$ cat src/rtl/dacsf_pkg.sv
package dacsf_pkg;
  // Pin bundle carried through the synchronizer
  typedef struct packed {
    logic strobe_any;
    logic data;
    logic ld_a_n;
    logic ld_b_n;
  } pin_s;

  localparam int PIN_BITS = $bits(pin_s);
  // Idle value: merged strobe high so no false edge right after reset
  localparam logic [PIN_BITS-1:0] PIN_IDLE = 4'b1011;
endpackage

$ cat src/rtl/dacsf_sync.sv
module dacsf_sync #(
  parameter int              W       = 4,
  parameter int              STAGES  = 2,
  parameter logic [W-1:0]    RST_VAL = '0
) (
  input  logic         clk,
  input  logic         rst,
  input  logic [W-1:0] d,
  output logic [W-1:0] q
);
  logic [W-1:0] stg [STAGES];

  always_ff @(posedge clk) begin
    if (rst) stg[0] <= RST_VAL;
    else     stg[0] <= d;
  end

  for (genvar i = 1; i < STAGES; i++) begin : g_stage
    always_ff @(posedge clk) begin
      if (rst) stg[i] <= RST_VAL;
      else     stg[i] <= stg[i-1];
    end
  end

  assign q = stg[STAGES-1];
endmodule

$ cat src/rtl/dacsf_edge.sv
module dacsf_edge (
  input  logic clk,
  input  logic rst,
  input  logic lvl,
  output logic rise
);
  logic prev;

  always_ff @(posedge clk) begin
    if (rst) prev <= 1'b1;
    else     prev <= lvl;
  end

  assign rise = lvl & ~prev;
endmodule

$ cat src/rtl/dacsf_shreg.sv
module dacsf_shreg #(
  parameter int W = 12
) (
  input  logic         clk,
  input  logic         rst,
  input  logic         shift,
  input  logic         din,
  output logic [W-1:0] word,
  output logic         dout
);
  always_ff @(posedge clk) begin
    if (rst) begin
      word <= '0;
      dout <= 1'b0;
    end else if (shift) begin
      word <= {word[W-2:0], din};
      dout <= word[W-1];
    end
  end
endmodule

$ cat src/rtl/dac_serial_front.sv
module dac_serial_front #(
  parameter int DAC_BITS    = 12,
  parameter int SYNC_STAGES = 2
) (
  input  logic                clk,
  input  logic                rst,
  input  logic                strb_a,
  input  logic                strb_b,
  input  logic                strb_c,
  input  logic                strb_d,
  input  logic                sdi,
  input  logic                load_a_n,
  input  logic                load_b_n,
  input  logic                clr_n,
  output logic                sdo,
  output logic [DAC_BITS-1:0] dac_word
);
  import dacsf_pkg::*;

  pin_s                raw;
  pin_s                synced;
  logic                shift_ev;
  logic                sdi_s;
  logic                ld_go;
  logic [DAC_BITS-1:0] sr_word;

  // Merged strobe: any legal strobe action drives it from 0 to 1
  always_comb begin
    raw.strobe_any = strb_a | strb_b | strb_d | ~strb_c;
    raw.data       = sdi;
    raw.ld_a_n     = load_a_n;
    raw.ld_b_n     = load_b_n;
  end

  dacsf_sync #(.W(PIN_BITS), .STAGES(SYNC_STAGES), .RST_VAL(PIN_IDLE)) u_sync (
    .clk (clk),
    .rst (rst),
    .d   (raw),
    .q   (synced)
  );

  dacsf_edge u_edge (
    .clk  (clk),
    .rst  (rst),
    .lvl  (synced.strobe_any),
    .rise (shift_ev)
  );

  assign sdi_s = synced.data;
  assign ld_go = ~synced.ld_a_n & ~synced.ld_b_n;

  dacsf_shreg #(.W(DAC_BITS)) u_shreg (
    .clk   (clk),
    .rst   (rst),
    .shift (shift_ev),
    .din   (sdi_s),
    .word  (sr_word),
    .dout  (sdo)
  );

  // DAC register: asynchronous clear has priority over reset and load
  always_ff @(posedge clk or negedge clr_n) begin
    if (!clr_n)     dac_word <= '0;
    else if (rst)   dac_word <= '0;
    else if (ld_go) dac_word <= sr_word;
  end
endmodule

$ cat config.mk
export PLATFORM = sky130hd
export DESIGN_NAME = dac_serial_front
export DESIGN_NICKNAME = d
export VERILOG_FILES = /design/src/rtl/dacsf_pkg.sv /design/src/rtl/dacsf_sync.sv /design/src/rtl/dacsf_edge.sv /design/src/rtl/dacsf_shreg.sv /design/src/rtl/dac_serial_front.sv
export SDC_FILE = /design/constraint.sdc
export NUM_CORES = 1
export LEC_CHECK = 0
export BUFFER_PORTS_ARGS = -buffer_cell sky130_fd_sc_hd__buf_2
export CORE_UTILIZATION = 53
export DETAILED_ROUTE_END_ITERATION = 10
export PLACE_DENSITY = 0.76
export SLEW_MARGIN = 20
export SYNTH_ARGS = -nofsm -noshare
export SYNTH_HDL_FRONTEND = slang
export SYNTH_HIERARCHICAL = 1
export SYNTH_SLANG_ARGS = --single-unit
$ cat constraint.sdc
create_clock -name clk -period 1.6 [get_ports clk]
set_clock_uncertainty 0.2 [all_clocks]
set_input_delay 0.08 -clock clk [delete_from_list [all_inputs] [get_ports clk]]
set_output_delay 0.08 -clock clk [all_outputs]
set_load 0.01 [all_outputs]
==> results of run 1 <==
## flip-flops by register name (all words and copies together), names as in the netlist
register,cells
u_sync/stg,8
dac_word,12
u_shreg/dout,1
u_edge/prev,1
u_shreg/word,12
## placed cells by master, fill, tap and decap left out, types with 3 or more instances in the layout
master | synthesis | routed
or3b_1 | 12 | 12
clkbuf_4 | 0 | 5
or2_1 | 7 | 7
mux2i_1 | 13 | 13
buf_2 | 0 | 22
dlygate4sd3_1 | 0 | 9
nor2_1 | 13 | 13
dfrtp_1 | 12 | 12
dfxtp_1 | 22 | 22
a21oi_1 | 12 | 12
nor2b_1 | 3 | 3
o21ai_0 | 12 | 12
## repair_timing
item	in CTS	in global routing
hold endpoints to repair	16	0
resized for setup	0	0
hold buffers	9	0
buffers inserted	0	0
## through the flow
| step | instance area [um2] | total power [mW] | setup slack, ns | hold WS, ns | std cells |
|---|---|---|---|---|---|
| after floorplan | 1280 | 0.902 | 0.363 | -0.416 | 115 |
| after detailed placement | 1380 | 0.922 | 0.260 | -0.232 | 158 |
| after global routing | 1530 | 1.46 | 0.0898 | 0.0160 | 175 |
| final | 1530 | 1.39 | 0.202 | 0.0212 | 175 |
| after global placement | 1380 | 0.920 | 0.304 | -0.240 | 158 |
| after CTS | 1530 | 1.41 | 0.211 | 0.0112 | 175 |
## logic make-up (layout without fill, tap and decap cells)
group,count (synthesis),after routing,share of synthesized area (%)
AND/OR/NAND/NOR,36,36,17.7
flip-flops,34,34,57.9
AO/OA/AOI/OAI,24,24,9.38
multiplexers,13,13,10.2
buffers and inverters,8,40,4.89
## layout make-up
class	count	area, um2
Sequential cell	34	741
Tap cell	28	35.0
Fill cell	180	722
Multi-Input combinational cell	73	477
Timing Repair Buffer	32	220
Clock buffer	7	55.1
Clock inverter	1	5.00
## worst paths after layout
| kind | cells after the start | slack (ns) | end |
|---|---|---|---|
| max | 4 | 0.20 | u_sync/stg[0][3] |
| min | 2 | 0.02 | u_shreg/word[5] |
| max reg2reg | 2 | 0.23 | dac_word[5] |
| min reg2reg | 1 | 0.21 | u_sync/stg[1][0] |
| max in group asynchronous | 3 | 0.25 | dac_word[9] |
| min in group asynchronous | 3 | 0.59 | dac_word[6] |
## worst register-to-register path: cells and delay by family, from the launching register on
family,cells,cell delay (ns)
AOI/OAI and AO/OA,1,0.15
and+or+nand+nor,1,0.45
DFF,1,0.49
## where the power goes
group          switching, mW  total (mW)  internal, mW
Combinational         0.0229      0.0502        0.0273
Sequential            0.0105       0.868         0.858
Clock                  0.258       0.471         0.213
## metal layers
metal | up-vias | track usage (%) | wire (um) | share of wire, %
met5 | - | 0 | 0 | 0
met4 | 0 | 9.72 | 25 | 1.2
met3 | 2 | 8.93 | 132 | 6.6
met2 | 36 | 29.4 | 940 | 47
met1 | 405 | 20.9 | 913 | 45
li1 | 460 | - | - | -
==> key figures, run 1 <==
Floorplanning
  • Die X-Extent: 51.1 um
  • Placeable Area: 2250 um2
  • Row count: 17
  • Boundary Pins: 23
  • Die area: 2620 um2
  • Die height: 51.1 um
  • Initial Utilization: 56.8%

Clocking
  • TritonCTS clock tree: yes
  • Clk root buf: clkbuf_4
  • Worst-skew pair later-pin latency: 0.32 ns
  • Number of buffers created by CTS: 5
  • CTS clk-pin slew, worst paths: 0.10 ns
  • CTS Buffer Depth: 2
  • CTS H-Tree Depth: 2
  • # clock sinks: 34

Synth
  • Synth area leader: dfxtp_1
  • Post-synth top cells: 22 x dfxtp_1, 13 x mux2i_1, 13 x nor2_1
  • Mean post-synth cell area: 11.1 um2
  • Prevailing post-synth register cell: dfxtp_1
  • Count leader, synth: dfxtp_1
  • Area share of the largest cell type after synthesis: 34.4%
  • Post-synthesis sequential area ratio: 57.9%
  • Yosys cell types: 14
  • Top cells by area in the synthesized netlist: dfxtp_1 34%, dfrtp_1 23%, mux2i_1 10%, or3b_1 8.2%, a21oi_1 4.7%
  • Synthesized instance count: 115
  • Async set or reset register ratio after synthesis: 35.3%
  • Synthesized area: 1280 um2
  • Yosys warnings: 6
  • Post-synth EDFFs: 0
  • Syn nets: 125
  • #FFs+latches synth: 34

Run status
  • Outcome: complete, no violations

Final layout
  • Layout cell share with drive strength beyond 1: 20.4%
  • Ant. Diodes: 0
  • Fin nets: 156
  • Area Overhead vs Synth: 19.7%
  • Core Util, Final: 68.0%

GRT
  • Largest net degree at the start of global routing: 35
  • Gr ovfl total: 0
  • GRT Overall Usage: 18.7%
  • First-pass GRT wire length: 3440 um
  • Vias in the first global route: 818
  • Initial antenna violation count: 0

Setup path
  • Setup crit end kind: flop
  • WP buf/inv: 2
  • CP max stage cell: dlygate4sd3_1
  • Worst r2r src: u_sync/stg[1][0]
  • Worst Path Arrival: 1.42 ns
  • CP delay by family, top: simple AND/OR/NAND/NOR gates
  • Critical Path Max Stage Delay: 0.53 ns
  • Crit path max fanout: 1
  • Critical path type: input pin to flop
  • Critical-path cell list: dlygate4sd3_1 -> buf_2 -> or4b_1 -> or2_1
  • Required @ worst endpoint: 1.62 ns
  • CP startpoint kind: input pin
  • Setup crit start: strb_b

Routing
  • Initial DRT Pass Iterations: 4
  • Vias/cell: 5.16
  • Antenna-violating nets left: 0
  • DRC violations left: 0
  • Total Wirelength: 2010 um
  • Routed len/inst: 11.5 um
  • DR iter-0 viols: 28
  • Via count: 903

Worst hold path
  • Hold Crit Start: rst
  • Hold Path Class: input pin to flop

Power and ir drop
  • P_leak: 0.619 nW
  • Cell Pwr Density: 907 nW/um2
  • Peak VDD IR: 0.764 mV

Timing
  • FMAX: 715 MHz
  • RSZ-0062 raised after global routing: false
  • Worst Tran Pin Value: 0.578 ns
  • Period utilization: 87.4%
  • Final TNS setup: 0 ns
  • Max Slew Vio Count: 0
  • Setup Viol. Count Final: 0
  • Slew HR: 61.4%
  • Minimum clock period: 1.40 ns
  • Final hold vios: 0

Placement
  • RePlAce Congestion: 0.683
  • # port buffers: 22

Run
  • Max-Cap Viols: 0
Note: power is estimated with default switching activity, not from simulation.
==> run 2, diff against run 1 <==
Settings changed: CORE_UTILIZATION 53 to 54, PLACE_DENSITY 0.76 to 0.77, SYNTH_HIERARCHICAL 1 to not set.
==> run 2 against run 1 <==
  * Wire length up 4.1%
  * Combinational power increased by 29%
  * Final cell count shrank 6.3%
  * Synthesized area up 5.7%
  * Register-to-register slack better by 0.10 ns
==> key figures, run 2 <==
Placement
  • RePlAce Congestion: 0.688 (+0.78%)
  • # port buffers: 22 (unchanged)
  • Post-DP Area: 1460 um2 (+5.5%)
  • Post-Place Cells: 149 (-5.7%)
  • DP HPWL: 1350 um

Power and ir drop
  • Cell Pwr Density: 878 nW/um2 (-3.2%)
  • Peak VDD IR: 0.794 mV (+4.0%)
  • Internal: 1.11 mW (+1.5%)
  • Sw power: 0.279 mW (-4.1%)
  • Sw Share: 20.0% (-0.91 points)
  • P_leak: 0.689 nW (+11%)
  • Clock share of power: 33.6% (-0.3 points)
  • Gate power share: 4.7% (+1.1 points)
  • Share of power burned in registers: 61.7% (-0.8 points)

Synth
  • Count leader, synth: mux2i_1
  • Area share of the largest cell type after synthesis: 32.6% (-1.8 points)
  • Yosys warnings: 0 (-6)
  • Mean post-synth cell area: 13.1 um2 (+18%)
  • Post-synth EDFFs: 0 (unchanged)
  • Syn nets: 113 (-9.6%)
  • Post-synth top cells: 24 x mux2i_1, 22 x dfxtp_1, 18 x nand2b_1
  • Post-synthesis sequential area ratio: 54.8% (-3.1 points)
  • #FFs+latches synth: 34 (unchanged)
  • Async set or reset register ratio after synthesis: 35.3% (unchanged)
  • Prevailing post-synth register cell: dfxtp_1
  • Synth area leader: dfxtp_1
  • Yosys cell types: 17 (+3)
  • Synthesized instance count: 103 (-10%)
  • Top cells by area in the synthesized netlist: dfxtp_1 33%, dfrtp_1 22%, mux2i_1 18%, nand2b_1 8.3%, nand2b_4 8.1%
  • Synthesized area: 1350 um2 (+5.7%)

Floorplanning
  • Die X-Extent: 52.0 um (+1.8%)
  • Row count: 17 (unchanged)
  • Die area: 2710 um2 (+3.6%)
  • Placeable Area: 2280 um2 (+0.94%)
  • Die height: 52.0 um (+1.8%)
  • Initial Utilization: 59.4% (+2.7 points)
  • Boundary Pins: 23 (unchanged)

Routing
  • Routed len/inst: 12.8 um (+11%)
  • DR iter-0 viols: 8 (-71%)
  • Antenna-violating nets left: 0 (unchanged)
  • Vias/cell: 4.97 (-3.7%)
  • Total Wirelength: 2090 um (+4.1%)
  • Via count: 815 (-9.7%)
  • Initial DRT Pass Iterations: 3 (-1)
  • DRC violations left: 0 (unchanged)

Timing
  • RSZ-0062 raised after global routing: false
  • Setup Viol. Count Final: 0 (unchanged)
  • Max Slew Vio Count: 0 (unchanged)
  • Final TNS setup: 0 ns (unchanged)
  • Minimum clock period: 1.44 ns (+0.0376 ns)
  • Final hold vios: 0 (unchanged)
  • Period utilization: 89.7% (+2.4 points)
  • Slew HR: 60.6% (-0.83 points)
  • Worst Tran Pin Value: 0.589 ns (+0.0113 ns)
  • Hold Slack: 0.0354 ns (+0.0143 ns)
  • FMAX: 696 MHz (-2.6%)

Setup path
  • FF-to-FF path depth: 2 (unchanged)
  • Critical-path cell list: dlygate4sd3_1 -> buf_2 -> dlygate4sd3_1
  • Critical path type: input pin to async pin
  • CP startpoint kind: input pin
  • Crit path max fanout: 12 (+11)
  • Worst Path Arrival: 1.65 ns (+0.23 ns)
  • Reg2reg setup slack: 0.33 ns (+0.10 ns)
  • CP max stage cell: dlygate4sd3_1
  • Setup crit end kind: async pin
  • RR Endpoint: u_shreg.word[7]
  • Required @ worst endpoint: 1.81 ns (+0.19 ns)
  • Worst r2r src: u_sync.stg[1][3]
  • Crit path top cell by count: dlygate4sd3_1
  • Critical Path Max Stage Delay: 0.93 ns (+0.40 ns)

Final layout
  • Layout Cell Area excl Fill: 1590 um2 (+3.6%)
  • Fill count: 178 (-1.1%)
  • Layout cell share with drive strength beyond 1: 30.1% (+9.7 points)
  • Fin nets: 145 (-7.1%)
  • Leading registers by flop count: dac_word (12), u_shreg.word (12), u_sync.stg (8)
  • Ant. Diodes: 0 (unchanged)
  • Most frequent cells in the layout: 24 x mux2i_1, 22 x buf_2, 22 x dfxtp_1
  • Area Overhead vs Synth: 17.4%
  • Core Util, Final: 69.8% (+1.8 points)
  • Final Instance Count excl. Fillers: 164 (-6.3%)
  • Leading cell type in the layout, fill and taps excluded: mux2i_1

Clocking
  • CTS H-Tree Depth: 2 (unchanged)
  • # clock sinks: 34 (unchanged)
  • CTS Buffer Depth: 2 (unchanged)
  • TritonCTS clock tree: yes
  • Clk root buf: clkbuf_4
  • Number of buffers created by CTS: 5 (unchanged)
  • Worst-skew pair later-pin latency: 0.32 ns (about the same)
  • CTS clk-pin slew, worst paths: 0.09 ns (about the same)

Run
  • Max-Cap Viols: 0 (unchanged)

Worst hold path
  • Hold Crit Start: rst
  • Hold Path Class: input pin to flop
  • Hold Path Depth: 2 (unchanged)
  • WHS Endpoint: u_sync.stg[0][2]

GRT
  • Initial antenna violation count: 0 (unchanged)
  • Gr ovfl total: 0 (unchanged)
  • First-pass GRT wire length: 3510 um (+2.2%)
  • GRT Overall Usage: 18.7% (-0.046 points)
  • Vias in the first global route: 851 (+4.0%)
  • Largest net degree at the start of global routing: 36 (+2.9%)

Run status
  • Outcome: complete, no violations
run 2: cell count changes after synthesis, moves of 2 or more:
cell,delta
or3b_1,-12
o21ai_0,-11
mux2i_1,+11
clkbuf_1,-4
nor2_1,-13
nand2b_4,+8
a21oi_1,-12
or2_1,-2
nand2b_1,+18
run 2: per-layer routing:
layer,up-vias,routed length [um],GRT usage [%],part of all wire [%]
met4,0,16,11.3,0.76
met5,-,0,0,0
met2,22,1040,31.4,49
li1,402,-,-,-
met1,389,949,20.1,45
met3,2,91,6.14,4.3
run 2: area by class of cell:
| class | count | area (um2) | share of cell area (%) |
|---|---|---|---|
| clock buffers | 8 | 58.8 | 3.70 |
| well taps | 28 | 35.0 | 2.21 |
| multi-input cells | 64 | 566 | 35.6 |
| repair buffers | 30 | 188 | 11.8 |
| flip-flops and latches | 34 | 741 | 46.7 |
run 2: cells by family after synthesis:
kind of cell	count (synthesis)	share of synthesized area (%)
buf+inv	5	3.42
flops	34	54.8
simple gates	39	23.7
compound gates	1	0.370
mux	24	17.8
run 2: through the flow:
step                setup slack [ns]  total power, mW
global route                  0.0593             1.45
detailed placement             0.339            0.932
floorplan                      0.508            0.914
CTS                            0.125             1.41
global placement               0.405            0.930
finish                         0.164             1.39
run 2: how the worst max path moves through the flow:
stage                                start              end  slack, ns  depth (start not counted)
final                                clr_n     dac_word[10]       0.16                          3
after global routing                 clr_n      dac_word[2]       0.06                          3
after CTS                            clr_n     dac_word[10]       0.13                          3
after detailed placement  u_sync.stg[1][3]  u_shreg.word[2]       0.34                          2
after global placement    u_sync.stg[1][3]  u_shreg.word[5]       0.40                          2
after floorplan           u_sync.stg[1][1]      dac_word[1]       0.51                          3
run 2: timing repair:
action	in CTS	in global routing
hold endpoints to repair	16	0
setup buffers	0	0
hold buffers	7	0
resized for setup	0	0
run 2: power groups by stage:
stage | clock network, mW | registers (mW) | logic [mW]
2_1_floorplan | 0 | 0.879 | 0.0358
3_3_place_gp | 0 | 0.879 | 0.0517
3_5_place_dp | 0 | 0.879 | 0.0534
4_1_cts | 0.486 | 0.860 | 0.0661
5_1_grt | 0.517 | 0.861 | 0.0706
6_report | 0.469 | 0.860 | 0.0650
run 2: critical path, delay by kind of cell:
kind | cells | cell delay (ns)
buffers and inverters | 3 | 1.57
